==> src/rtl/crc_pkg.sv <==
package crc_pkg;

    localparam int CRC_MAX  = 32;
    localparam int BYTE_W   = 8;
    localparam int DATA_W   = 32;
    localparam int NBYTES   = DATA_W / BYTE_W;
    localparam int CNT_W    = $clog2(NBYTES + 1);
    localparam int TOP_W    = $clog2(CRC_MAX);
    localparam int BITS_W   = $clog2(CRC_MAX + 1);

    typedef logic [CRC_MAX-1:0] crc_word_t;

    typedef enum logic [1:0] {
        POLY_CCITT = 2'd0,
        POLY_C8    = 2'd1,
        POLY_C16   = 2'd2,
        POLY_C32   = 2'd3
    } poly_e;

    typedef enum logic [1:0] {
        WID_8   = 2'd0,
        WID_16  = 2'd1,
        WID_32  = 2'd2,
        WID_32B = 2'd3
    } wid_e;

    typedef struct packed {
        poly_e poly;
        logic  in_rev;
        logic  in_inv;
    } in_cfg_t;

    function automatic crc_word_t poly_coef(input poly_e p);
        case (p)
            POLY_CCITT: return 32'h0000_1021;
            POLY_C8:    return 32'h0000_0007;
            POLY_C16:   return 32'h0000_8005;
            default:    return 32'h04C1_1DB7;
        endcase
    endfunction

    function automatic logic [BITS_W-1:0] poly_bits(input poly_e p);
        case (p)
            POLY_C8:  return BITS_W'(8);
            POLY_C32: return BITS_W'(32);
            default:  return BITS_W'(16);
        endcase
    endfunction

    function automatic logic [TOP_W-1:0] poly_top(input poly_e p);
        return TOP_W'(poly_bits(p) - 1'b1);
    endfunction

    function automatic crc_word_t poly_mask(input poly_e p);
        return crc_word_t'({CRC_MAX{1'b1}}) >> (BITS_W'(CRC_MAX) - poly_bits(p));
    endfunction

    function automatic logic [CNT_W-1:0] word_bytes(input wid_e w);
        case (w)
            WID_8:   return CNT_W'(1);
            WID_16:  return CNT_W'(2);
            default: return CNT_W'(NBYTES);
        endcase
    endfunction

endpackage

==> src/rtl/crc_byte_step.sv <==
module crc_byte_step
    import crc_pkg::*;
(
    input  crc_word_t          crc_in,
    input  logic [BYTE_W-1:0]  byte_in,
    input  in_cfg_t            cfg,
    output crc_word_t          crc_next
);
    logic [BYTE_W-1:0] b_inv;
    logic [BYTE_W-1:0] b_rev;
    logic [BYTE_W-1:0] b_use;
    crc_word_t         coef;
    crc_word_t         mask;
    logic [TOP_W-1:0]  top;
    crc_word_t         stage [0:BYTE_W];

    assign b_inv = byte_in ^ {BYTE_W{cfg.in_inv}};

    for (genvar g = 0; g < BYTE_W; g++) begin : g_mirror
        assign b_rev[g] = b_inv[BYTE_W-1-g];
    end

    assign b_use = cfg.in_rev ? b_rev : b_inv;
    assign coef  = poly_coef(cfg.poly);
    assign mask  = poly_mask(cfg.poly);
    assign top   = poly_top(cfg.poly);

    always_comb begin
        stage[0] = crc_in;
        for (int k = 0; k < BYTE_W; k++) begin
            stage[k+1] = ((stage[k] << 1) & mask)
                       ^ ((stage[k][top] ^ b_use[BYTE_W-1-k]) ? coef : '0);
        end
    end

    assign crc_next = stage[BYTE_W];

endmodule

==> src/rtl/crc_word_seq.sv <==
module crc_word_seq
    import crc_pkg::*;
(
    input  logic               clk,
    input  logic               rst,
    input  logic               flush,
    input  logic               wr_valid,
    input  wid_e               wr_width,
    input  logic [DATA_W-1:0]  wr_data,
    input  in_cfg_t            cfg_now,
    output logic               wr_ready,
    output logic               step_en,
    output logic [BYTE_W-1:0]  cur_byte,
    output in_cfg_t            cur_cfg
);
    logic [DATA_W-1:0] hold_word;
    logic [CNT_W-1:0]  left;
    in_cfg_t           held_cfg;
    logic              accept;

    assign wr_ready = (left == '0) && !flush;
    assign accept   = wr_valid && wr_ready;
    assign step_en  = accept || ((left != '0) && !flush);
    assign cur_byte = accept ? wr_data[BYTE_W-1:0] : hold_word[BYTE_W-1:0];
    assign cur_cfg  = accept ? cfg_now : held_cfg;

    always_ff @(posedge clk) begin
        if (rst || flush) begin
            left      <= '0;
            hold_word <= '0;
            held_cfg  <= '0;
        end else if (accept) begin
            hold_word <= wr_data >> BYTE_W;
            left      <= word_bytes(wr_width) - 1'b1;
            held_cfg  <= cfg_now;
        end else if (left != '0) begin
            hold_word <= hold_word >> BYTE_W;
            left      <= left - 1'b1;
        end
    end

    AST_WIDE_STALLS: assert property (@(posedge clk) disable iff (rst)
        accept && (wr_width == WID_32 || wr_width == WID_32B) |=> !wr_ready);

    AST_NARROW_FREES: assert property (@(posedge clk) disable iff (rst)
        accept && (wr_width == WID_8) |=> (wr_ready || flush));

    AST_STALL_BLOCKS: assert property (@(posedge clk) disable iff (rst)
        (left != '0) |-> !wr_ready);

endmodule

==> src/rtl/crc_out_stage.sv <==
module crc_out_stage
    import crc_pkg::*;
(
    input  crc_word_t crc_reg,
    input  poly_e     poly,
    input  logic      out_rev,
    input  logic      out_inv,
    output crc_word_t crc_out
);
    crc_word_t mask;
    crc_word_t val;
    crc_word_t mirrored;
    crc_word_t aligned;
    crc_word_t chosen;

    assign mask = poly_mask(poly);
    assign val  = crc_reg & mask;

    for (genvar g = 0; g < CRC_MAX; g++) begin : g_mirror
        assign mirrored[g] = val[CRC_MAX-1-g];
    end

    assign aligned = mirrored >> (BITS_W'(CRC_MAX) - poly_bits(poly));
    assign chosen  = out_rev ? aligned : val;
    assign crc_out = out_inv ? (chosen ^ mask) : chosen;

endmodule

==> src/rtl/crc_engine.sv <==
module crc_engine
    import crc_pkg::*;
(
    input  logic        clk,
    input  logic        rst,
    input  logic [1:0]  cfg_poly,
    input  logic        cfg_in_rev,
    input  logic        cfg_in_inv,
    input  logic        cfg_out_rev,
    input  logic        cfg_out_inv,
    input  logic        seed_load,
    input  logic [31:0] seed_val,
    input  logic        restart,
    input  logic        wr_valid,
    input  logic [1:0]  wr_width,
    input  logic [31:0] wr_data,
    output logic        wr_ready,
    output logic [31:0] crc_out
);
    crc_word_t         crc_reg;
    crc_word_t         seed_reg;
    crc_word_t         crc_step;
    poly_e             poly_now;
    in_cfg_t           cfg_now;
    in_cfg_t           cur_cfg;
    logic              step_en;
    logic [BYTE_W-1:0] cur_byte;

    assign poly_now = poly_e'(cfg_poly);
    assign cfg_now  = '{poly: poly_now, in_rev: cfg_in_rev, in_inv: cfg_in_inv};

    crc_word_seq i_seq (
        .clk      (clk),
        .rst      (rst),
        .flush    (seed_load || restart),
        .wr_valid (wr_valid),
        .wr_width (wid_e'(wr_width)),
        .wr_data  (wr_data),
        .cfg_now  (cfg_now),
        .wr_ready (wr_ready),
        .step_en  (step_en),
        .cur_byte (cur_byte),
        .cur_cfg  (cur_cfg)
    );

    crc_byte_step i_step (
        .crc_in   (crc_reg),
        .byte_in  (cur_byte),
        .cfg      (cur_cfg),
        .crc_next (crc_step)
    );

    always_ff @(posedge clk) begin
        if (rst) begin
            crc_reg  <= '1;
            seed_reg <= '1;
        end else if (seed_load) begin
            seed_reg <= seed_val;
            crc_reg  <= seed_val & poly_mask(poly_now);
        end else if (restart) begin
            crc_reg  <= seed_reg & poly_mask(poly_now);
        end else if (step_en) begin
            crc_reg  <= crc_step;
        end
    end

    crc_out_stage i_out (
        .crc_reg (crc_reg),
        .poly    (poly_now),
        .out_rev (cfg_out_rev),
        .out_inv (cfg_out_inv),
        .crc_out (crc_out)
    );

    AST_RESET_READY: assert property (@(posedge clk)
        rst |=> (wr_ready || seed_load || restart));

    AST_SEED_TAKES: assert property (@(posedge clk) disable iff (rst)
        seed_load |=> crc_reg == ($past(seed_val) & poly_mask(poly_e'($past(cfg_poly)))));

    AST_RESTART_RELOADS: assert property (@(posedge clk) disable iff (rst)
        restart && !seed_load |=> crc_reg == ($past(seed_reg) & poly_mask(poly_e'($past(cfg_poly)))));

    AST_IDLE_HOLDS: assert property (@(posedge clk) disable iff (rst)
        !step_en && !seed_load && !restart |=> $stable(crc_reg));

endmodule

==> config.mk <==
export PLATFORM = sky130hd
export DESIGN_NAME = crc_engine
export DESIGN_NICKNAME = d
export VERILOG_FILES = /design/src/rtl/crc_pkg.sv /design/src/rtl/crc_byte_step.sv /design/src/rtl/crc_word_seq.sv /design/src/rtl/crc_out_stage.sv /design/src/rtl/crc_engine.sv
export SDC_FILE = /design/constraint.sdc
export NUM_CORES = 1
export LEC_CHECK = 0
export BUFFER_PORTS_ARGS = -buffer_cell sky130_fd_sc_hd__buf_4
export CAP_MARGIN = 20
export CORE_UTILIZATION = 57
export CTS_CLUSTER_DIAMETER = 150
export DETAILED_ROUTE_END_ITERATION = 7
export GPL_TIMING_DRIVEN = 0
export PLACE_DENSITY = 0.76
export SLEW_MARGIN = 10
export SYNTH_ARGS = -nofsm -noshare
export SYNTH_HDL_FRONTEND = slang
export SYNTH_HIERARCHICAL = 1
export SYNTH_SLANG_ARGS = --single-unit
==> constraint.sdc <==
create_clock -name clk -period 15.95 [get_ports clk]
set_clock_uncertainty 0.2 [all_clocks]
set_input_delay 0 -clock clk [delete_from_list [all_inputs] [get_ports clk]]
set_output_delay 0 -clock clk [all_outputs]
set_load 0.1 [all_outputs]
==> results.sh, run 1 <==
export IMPL_status="finished, final reports clean"
export IMPL_critPathKind="input port to register"
export IMPL_path_max_fanout=10
export IMPL_place_ws_ns=5.251
export IMPL_num_vias=9731
export IMPL_pwr_density_cell_nw_per_um2=91.00
export IMPL_routed_wl_mm=31.44
export IMPL_grt_pass1_vias=9099
export IMPL_worst_setup_path_start_kind="input port"
export IMPL_start_util_pct=58.34
export IMPL_drt_vias_per_instance=6.202
export IMPL_path_common_cell="mux2i_1"
export IMPL_required_ns=16.04
export IMPL_io_buffers=108
export IMPL_max_slew_margin_pct=34.30
export IMPL_io_pins=110
export IMPL_vdd_drop_max_mv=0.08418
export IMPL_drcViolationCount=0
export IMPL_max_freq_ghz=0.09434
export IMPL_synth_ff_type="dfxtp_1"
export IMPL_crit_slowest_cell="nor4_2"
export IMPL_yosysSeqAreaShare_pct=21.44
export IMPL_min_path_type="input port to register"
export IMPL_r2r_slack_ns=5.55
export IMPL_wire_per_inst_um=20.04
export IMPL_post_cts_buffers=0
export IMPL_dieArea_um2=16060
export IMPL_htreeDepth=3
export IMPL_drt_initial_drc_count=1085
export IMPL_cts_buffers=9
export IMPL_syn_area_um2=8869
export IMPL_reg2reg_depth=35
export IMPL_holdCritStartpoint="restart"
export IMPL_cts_resized=0
export IMPL_whs_endpoint="crc_reg[20]"
export IMPL_clkLatencyLatePin_ns=0.36
export IMPL_hold_violations=0
export IMPL_antenna_cells=0
export IMPL_period_needed_ns=10.60
export IMPL_die_y_um=126.7
export IMPL_end_kind="register"
export IMPL_cts_root_buf="clkbuf_16"
export IMPL_rsz0062_at_grt="false"
export IMPL_cts_path_max_buffers=2
export IMPL_total_power_mw=1.004
export IMPL_dr_pass1_iters=7
export IMPL_synth_seq_cells=95
export IMPL_cp_arrival_ns=10.69
export IMPL_cpPeakStageDelay_ns=0.69
export IMPL_avgSynthCellArea_um2=7.535
export IMPL_fin_tns_setup_ns=0
export IMPL_core_area_um2=15200
export IMPL_grt_usage_pct=39.46
export IMPL_synth_edff_count=0
export IMPL_timing_final_ws_setup_ns=5.350
export IMPL_yosysWarnings=6
export IMPL_grt_antenna_before_repair=0
export IMPL_reg2reg_from="i_seq/left[0]"
export IMPL_syn_nets=1261
export IMPL_yosysUniqueCellTypes=89
export IMPL_ant_nets=0
export IMPL_dpl_hpwl_mm=22.13
export IMPL_period_share_pct=66.46
export IMPL_grt_max_degree=19
export IMPL_rows=45
export IMPL_hold_path_depth=5
export IMPL_cts_sink_count=95
export IMPL_synthArstFlopShare_pct=0
export IMPL_setup_viol=0
export IMPL_layout_drive_gt1_share_pct=15.13
export IMPL_clkTransAtPathRegs_ns=0.08
export IMPL_drv_cap=0
export IMPL_tritoncts="yes"
export IMPL_slew_violations=0
export IMPL_syn_to_final_growth_pct=24.39
export IMPL_grt_overflow_total=0
export IMPL_rr_endpoint="crc_reg[1]"
export IMPL_synthCells=1177
export IMPL_worst_slew_pin_slew_ns=0.9780
export IMPL_cellLeakagePower_nw=4.442
export IMPL_fin_nets=1460
export IMPL_grt_pass1_wl_mm=49.42
export IMPL_nFillCells=1220
export IMPL_gp_congestion=1.009
export IMPL_dieWidth_um=126.7
==> layout by cell type, fill, tap and decap left out, types with 38 or more instances in the layout <==
cell and count:
buf_4 109, o21ai_0 64, dfxtp_1 95, dlygate4sd3_1 80, a21oi_1 106, nand2_1 100, xor2_1 38, mux2i_1 59
clkbuf_1 39, nor2_1 129, xnor2_1 97
==> cell type report <==
type | instances | area (um2) | share of cell area, %
clock buffers | 9 | 225.2 | 2.042
multi-input cells | 955 | 6345 | 57.51
flip-flops and latches | 95 | 1902 | 17.24
clock inverters | 7 | 91.34 | 0.8279
plain buffers | 92 | 490.5 | 4.446
repair buffers | 188 | 1612 | 14.61
inverters | 35 | 131.4 | 1.191
well taps | 188 | 235.2 | 2.132
==> critical path: cells and delay by family <==
family	cells	cell delay, ns
AOI/OAI and AO/OA	6	1.55
xor gates and xnor gates	4	1.38
and+or+nand+nor	15	4.25
buffers and inverters	8	1.50
adders and majority gates	1	0.28
muxes	6	1.70
==> how the worst max path moves through the flow <==
stage,cells past startpoint,startpoint,slack (ns),end
floorplan,39,restart,6.03,crc_reg[11]
global placement,40,restart,5.34,crc_reg[1]
detailed placement,40,restart,5.25,crc_reg[1]
CTS,40,restart,5.58,crc_reg[1]
global route,40,restart,4.79,crc_reg[1]
finish,40,restart,5.35,crc_reg[1]
==> cells by family (layout without fill, tap and decap cells) <==
kind of cell | after synthesis | count (layout) | synth area share (%)
AO/OA/AOI/OAI | 335 | 335 | 24.38
XOR/XNOR | 142 | 142 | 15.22
adder cells (fa/ha/maj) | 7 | 7 | 0.9875
buffers and inverters | 127 | 331 | 7.012
flip-flops | 95 | 95 | 21.44
multiplexers | 68 | 68 | 8.267
AND/OR/NAND/NOR | 403 | 403 | 22.69
==> power breakdown <==
part | total (mW) | internal [mW] | leakage, nW | switching [mW]
combinational | 0.498 | 0.193 | 3.51 | 0.305
clock | 0.230 | 0.125 | 0.151 | 0.104
sequential | 0.276 | 0.251 | 0.785 | 0.0254
total | 1.00 | 0.569 | 4.44 | 0.435
==> per-stage QoR <==
stage	instances	util (%)	hold slack [ns]	instance area (um2)
CTS	1569	72.57	0.01617	11030
global placement	1473	65.22	0.0004672	9915
floorplan	1177	-	-0.08311	8869
detailed placement	1473	65.22	0.005842	9915
global route	1569	72.57	0.08639	11030
finish	1569	72.57	0.02890	11030
==> what timing repair did <==
item	in CTS	in global routing
hold endpoints to repair	95	0
hold buffers	80	0
endpoints found under the setup margin	0	0
==> routing by layer <==
layer  vias to the layer above  track usage [%]  share of wire, %
met2                       549            64.28                46
met4                         0            17.65               3.6
met3                        83            5.019               9.3
met5                         -                0                 0
met1                      4522            52.32                41
li1                       4577                -                 -
==> cell usage after synthesis, types with 20 or more instances <==
library cell	instances	area (um2)
clkbuf_1	39	146.4
dfxtp_1	95	1902
mux2i_1	59	590.6
inv_1	34	127.6
buf_2	32	160.2
xnor2_1	97	849.6
xor2_1	38	332.8
nand2b_1	32	200.2
o21ai_1	23	115.1
nand2_1	100	375.4
o21ai_0	64	320.3
a32o_1	26	260.3
nor2_1	129	484.2
nand3_1	23	115.1
a21oi_1	106	530.5
nor3_1	20	100.1
(Power assumes the default switching activity.)
==> run 2, diff against run 1 <==
--- a/config.mk
+++ b/config.mk
@@ -5,13 +5,14 @@
 export SDC_FILE = /design/constraint.sdc
 export NUM_CORES = 1
 export LEC_CHECK = 0
+export ABC_AREA = 1
 export BUFFER_PORTS_ARGS = -buffer_cell sky130_fd_sc_hd__buf_4
 export CAP_MARGIN = 20
-export CORE_UTILIZATION = 57
+export CORE_UTILIZATION = 54
 export CTS_CLUSTER_DIAMETER = 150
 export DETAILED_ROUTE_END_ITERATION = 7
 export GPL_TIMING_DRIVEN = 0
-export PLACE_DENSITY = 0.76
+export PLACE_DENSITY = 0.75
 export SLEW_MARGIN = 10
 export SYNTH_ARGS = -nofsm -noshare
 export SYNTH_HDL_FRONTEND = slang
==> constraint.sdc (replaced) <==
create_clock -name clk -period 9.4 [get_ports clk]
set_clock_uncertainty 0.2 [all_clocks]
set_input_delay 0 -clock clk [delete_from_list [all_inputs] [get_ports clk]]
set_output_delay 0 -clock clk [all_outputs]
set_load 0.1 [all_outputs]
==> run 2 against run 1 <==
  * Via count up 17%
  * Power rose by 58%
  * Flip-flop and latch count unchanged
  * Final area grew 4.4%
  * Critical path depth rose by 29
  * Sequential power grew 71%
  * Setup slack worse by 4.4 ns
  * Area after synthesis grew 2.3%
  * Worst hold slack improved by 0.034 ns
  * Non-clock buffer count is 25 higher
  * Critical endpoint is now crc_reg[7]
  * Global-route usage shrank 0.95 points
==> results.sh, run 2 <==
export IMPL_drt_initial_drc_count=1108
export IMPL_synth_top_cells_by_area="nand2_1, dfxtp_1, nand3_1"
export IMPL_grt_overflow_total=0
export IMPL_synth_seq_cells=95
export IMPL_synth_xor_area_share_pct=3.861
export IMPL_min_path_type="input port to register"
export IMPL_reg2reg_depth=60
export IMPL_slew_violations=0
export IMPL_r2r_slack_ns=1.23
export IMPL_crit_end="crc_reg[7]"
export IMPL_yosys_top_cells_count="nand2_1, nand3_1, inv_1, nor2_1, dfxtp_1"
export IMPL_worst_slew_pin_slew_ns=0.6802
export IMPL_drv_cap=0
export IMPL_muxShareOfSynthArea_pct=0
export IMPL_reg2reg_from="i_seq/left[0]"
export IMPL_antenna_cells=0
export IMPL_yosysTopAreaCellShare_pct=24.24
export IMPL_hold_violations=0
export IMPL_yosysUniqueCellTypes=41
export IMPL_cpPeakStageDelay_ns=0.55
export IMPL_cts_buffers=9
export IMPL_tritoncts="yes"
export IMPL_fin_nets=1929
export IMPL_cts_sink_count=95
export IMPL_path_common_cell="nand2_1"
export IMPL_routed_wl_mm=33.29
export IMPL_die_y_um=131.6
export IMPL_setup_viol=0
export IMPL_syn_nets=1705
export IMPL_post_route_util_pct=69.97
export IMPL_synth_ff_type="dfxtp_1"
export IMPL_dieWidth_um=131.6
export IMPL_syn_area_um2=9074
export IMPL_nFillCells=1464
export IMPL_cp_arrival_ns=8.54
export IMPL_pwr_density_cell_nw_per_um2=138.0
export IMPL_grt_pass1_wl_mm=52.81
export IMPL_worstSetupStartpoint="seed_load"
export IMPL_grt_max_degree=19
export IMPL_io_pins=110
export IMPL_worst_setup_path_start_kind="input port"
export IMPL_end_kind="register"
export IMPL_clkTransAtPathRegs_ns=0.07
export IMPL_drcViolationCount=0
export IMPL_rows=47
export IMPL_final_cells=2070
export IMPL_dieArea_um2=17330
export IMPL_max_slew_margin_pct=54.17
export IMPL_grt_usage_pct=38.51
export IMPL_synth_most_common_cell="nand2_1"
export IMPL_cts_path_max_buffers=2
export IMPL_placed_cells=1949
export IMPL_yosysSeqAreaShare_pct=20.96
export IMPL_start_util_pct=55.11
export IMPL_vdd_drop_max_mv=0.1144
export IMPL_synthArstFlopShare_pct=0
export IMPL_fin_tns_setup_ns=0
export IMPL_synth_top_family_by_area="simple AND/OR/NAND/NOR gates"
export IMPL_avgSynthCellArea_um2=5.598
export IMPL_final_common_cell="nand2_1"
export IMPL_path_max_fanout=10
export IMPL_synth_compound_area_share_pct=7.681
export IMPL_grt_antenna_before_repair=0
export IMPL_ant_nets=0
export IMPL_rr_endpoint="crc_reg[7]"
export IMPL_final_cell_mix="nand2_1, nand3_1, inv_1"
export IMPL_yosysWarnings=6
export IMPL_drt_vias_per_instance=5.486
export IMPL_synth_adder_area_share_pct=0.9653
export IMPL_multi_input_comb_area_um2=5894
export IMPL_htreeDepth=3
export IMPL_syn_to_final_growth_pct=26.97
export IMPL_period_needed_ns=8.489
export IMPL_clkLatencyLatePin_ns=0.36
export IMPL_rsz0062_at_grt="false"
export IMPL_regArea_um2=1902
export IMPL_max_freq_ghz=0.1178
export IMPL_cellLeakagePower_nw=6.061
export IMPL_period_share_pct=90.30
export IMPL_status="finished, final reports clean"
export IMPL_layout_drive_gt1_share_pct=14.65
export IMPL_total_power_mw=1.590
export IMPL_synthCells=1621
export IMPL_grt_pass1_vias=10120
export IMPL_num_vias=11360
export IMPL_fin_hold_ws_ns=0.06323
export IMPL_critPathKind="input port to register"
export IMPL_synth_simple_area_share_pct=52.37
export IMPL_cts_root_buf="clkbuf_16"
export IMPL_io_buffers=108
export IMPL_crit_slowest_cell="dlygate4sd3_1"
export IMPL_wire_per_inst_um=16.08
export IMPL_core_area_um2=16470
export IMPL_required_ns=9.45
export IMPL_dr_pass1_iters=5
export IMPL_dpl_hpwl_mm=24.01
export IMPL_netlist_top_cell_by_area="nand2_1"
export IMPL_synth_edff_count=0
export IMPL_gp_congestion=0.9948
[run 2: cells by family (layout without fill, tap and decap cells)]
family | Yosys count | count (layout)
AND/OR/NAND/NOR | 1057 | 1057
flip-flops | 95 | 95
XOR/XNOR | 40 | 40
AO/OA/AOI/OAI | 131 | 131
buffers and inverters | 291 | 520
adder cells (fa/ha/maj) | 7 | 7
[run 2: final cells by class]
type                       count  area share, %
tap                          220          2.389
buffer                        92          4.670
timing repair buffer         213          16.16
multi-input combinational   1235          51.16
sequential                    95          16.51
clock buffer                  10          2.074
inverter                     199          6.484
clock inverter                 6         0.5539
[run 2: worst min path at each step]
stage / end / slack [ns] / start / cells past startpoint
after global routing: i_seq/hold_word[6] / 0.11 / wr_valid / 6
after CTS: i_seq/hold_word[6] / 0.04 / wr_valid / 6
after detailed placement: seed_reg[25] / 0.03 / seed_val[25] / 3
after floorplan: seed_reg[31] / -0.08 / seed_val[31] / 2
final: i_seq/hold_word[6] / 0.06 / wr_valid / 6
after global placement: seed_reg[25] / 0.03 / seed_val[25] / 3
[run 2: per-layer routing]
| metal | global-route usage, % | wire [um] | vias to the layer above |
|---|---|---|---|
| li1 | - | - | 5567 |
| met1 | 49.24 | 13940 | 5089 |
| met2 | 62.40 | 14930 | 588 |
| met3 | 5.826 | 2735 | 113 |
| met4 | 20.16 | 1684 | 0 |
| met5 | 0 | 0 | - |
[run 2: through the flow]
step | cell area (um2) | setup WS [ns]
finish | 11520 | 0.9115
global route | 11520 | 0.1005
global placement | 10160 | 1.787
CTS | 11510 | 1.007
floorplan | 9074 | 3.033
detailed placement | 10160 | 1.676
[run 2: worst max-delay path, delay by kind of cell]
| kind | cells | cell delay (ns) |
|---|---|---|
| and+or+nand+nor | 56 | 5.62 |
| buffers and inverters | 10 | 2.23 |
| AOI/OAI and AO/OA | 2 | 0.34 |
| adders and majority gates | 1 | 0.29 |
[run 2: what timing repair did]
item                                    CTS  global route
endpoints found under the setup margin    0             1
endpoints found under the hold margin    95             0
hold buffers                            105             0
gates resized for setup                   0             2
buffers inserted                          0             0
[run 2: report_power, final]
group          switching (mW)  internal [mW]
Clock                   0.184          0.194
Combinational           0.497          0.242
Sequential             0.0448          0.428
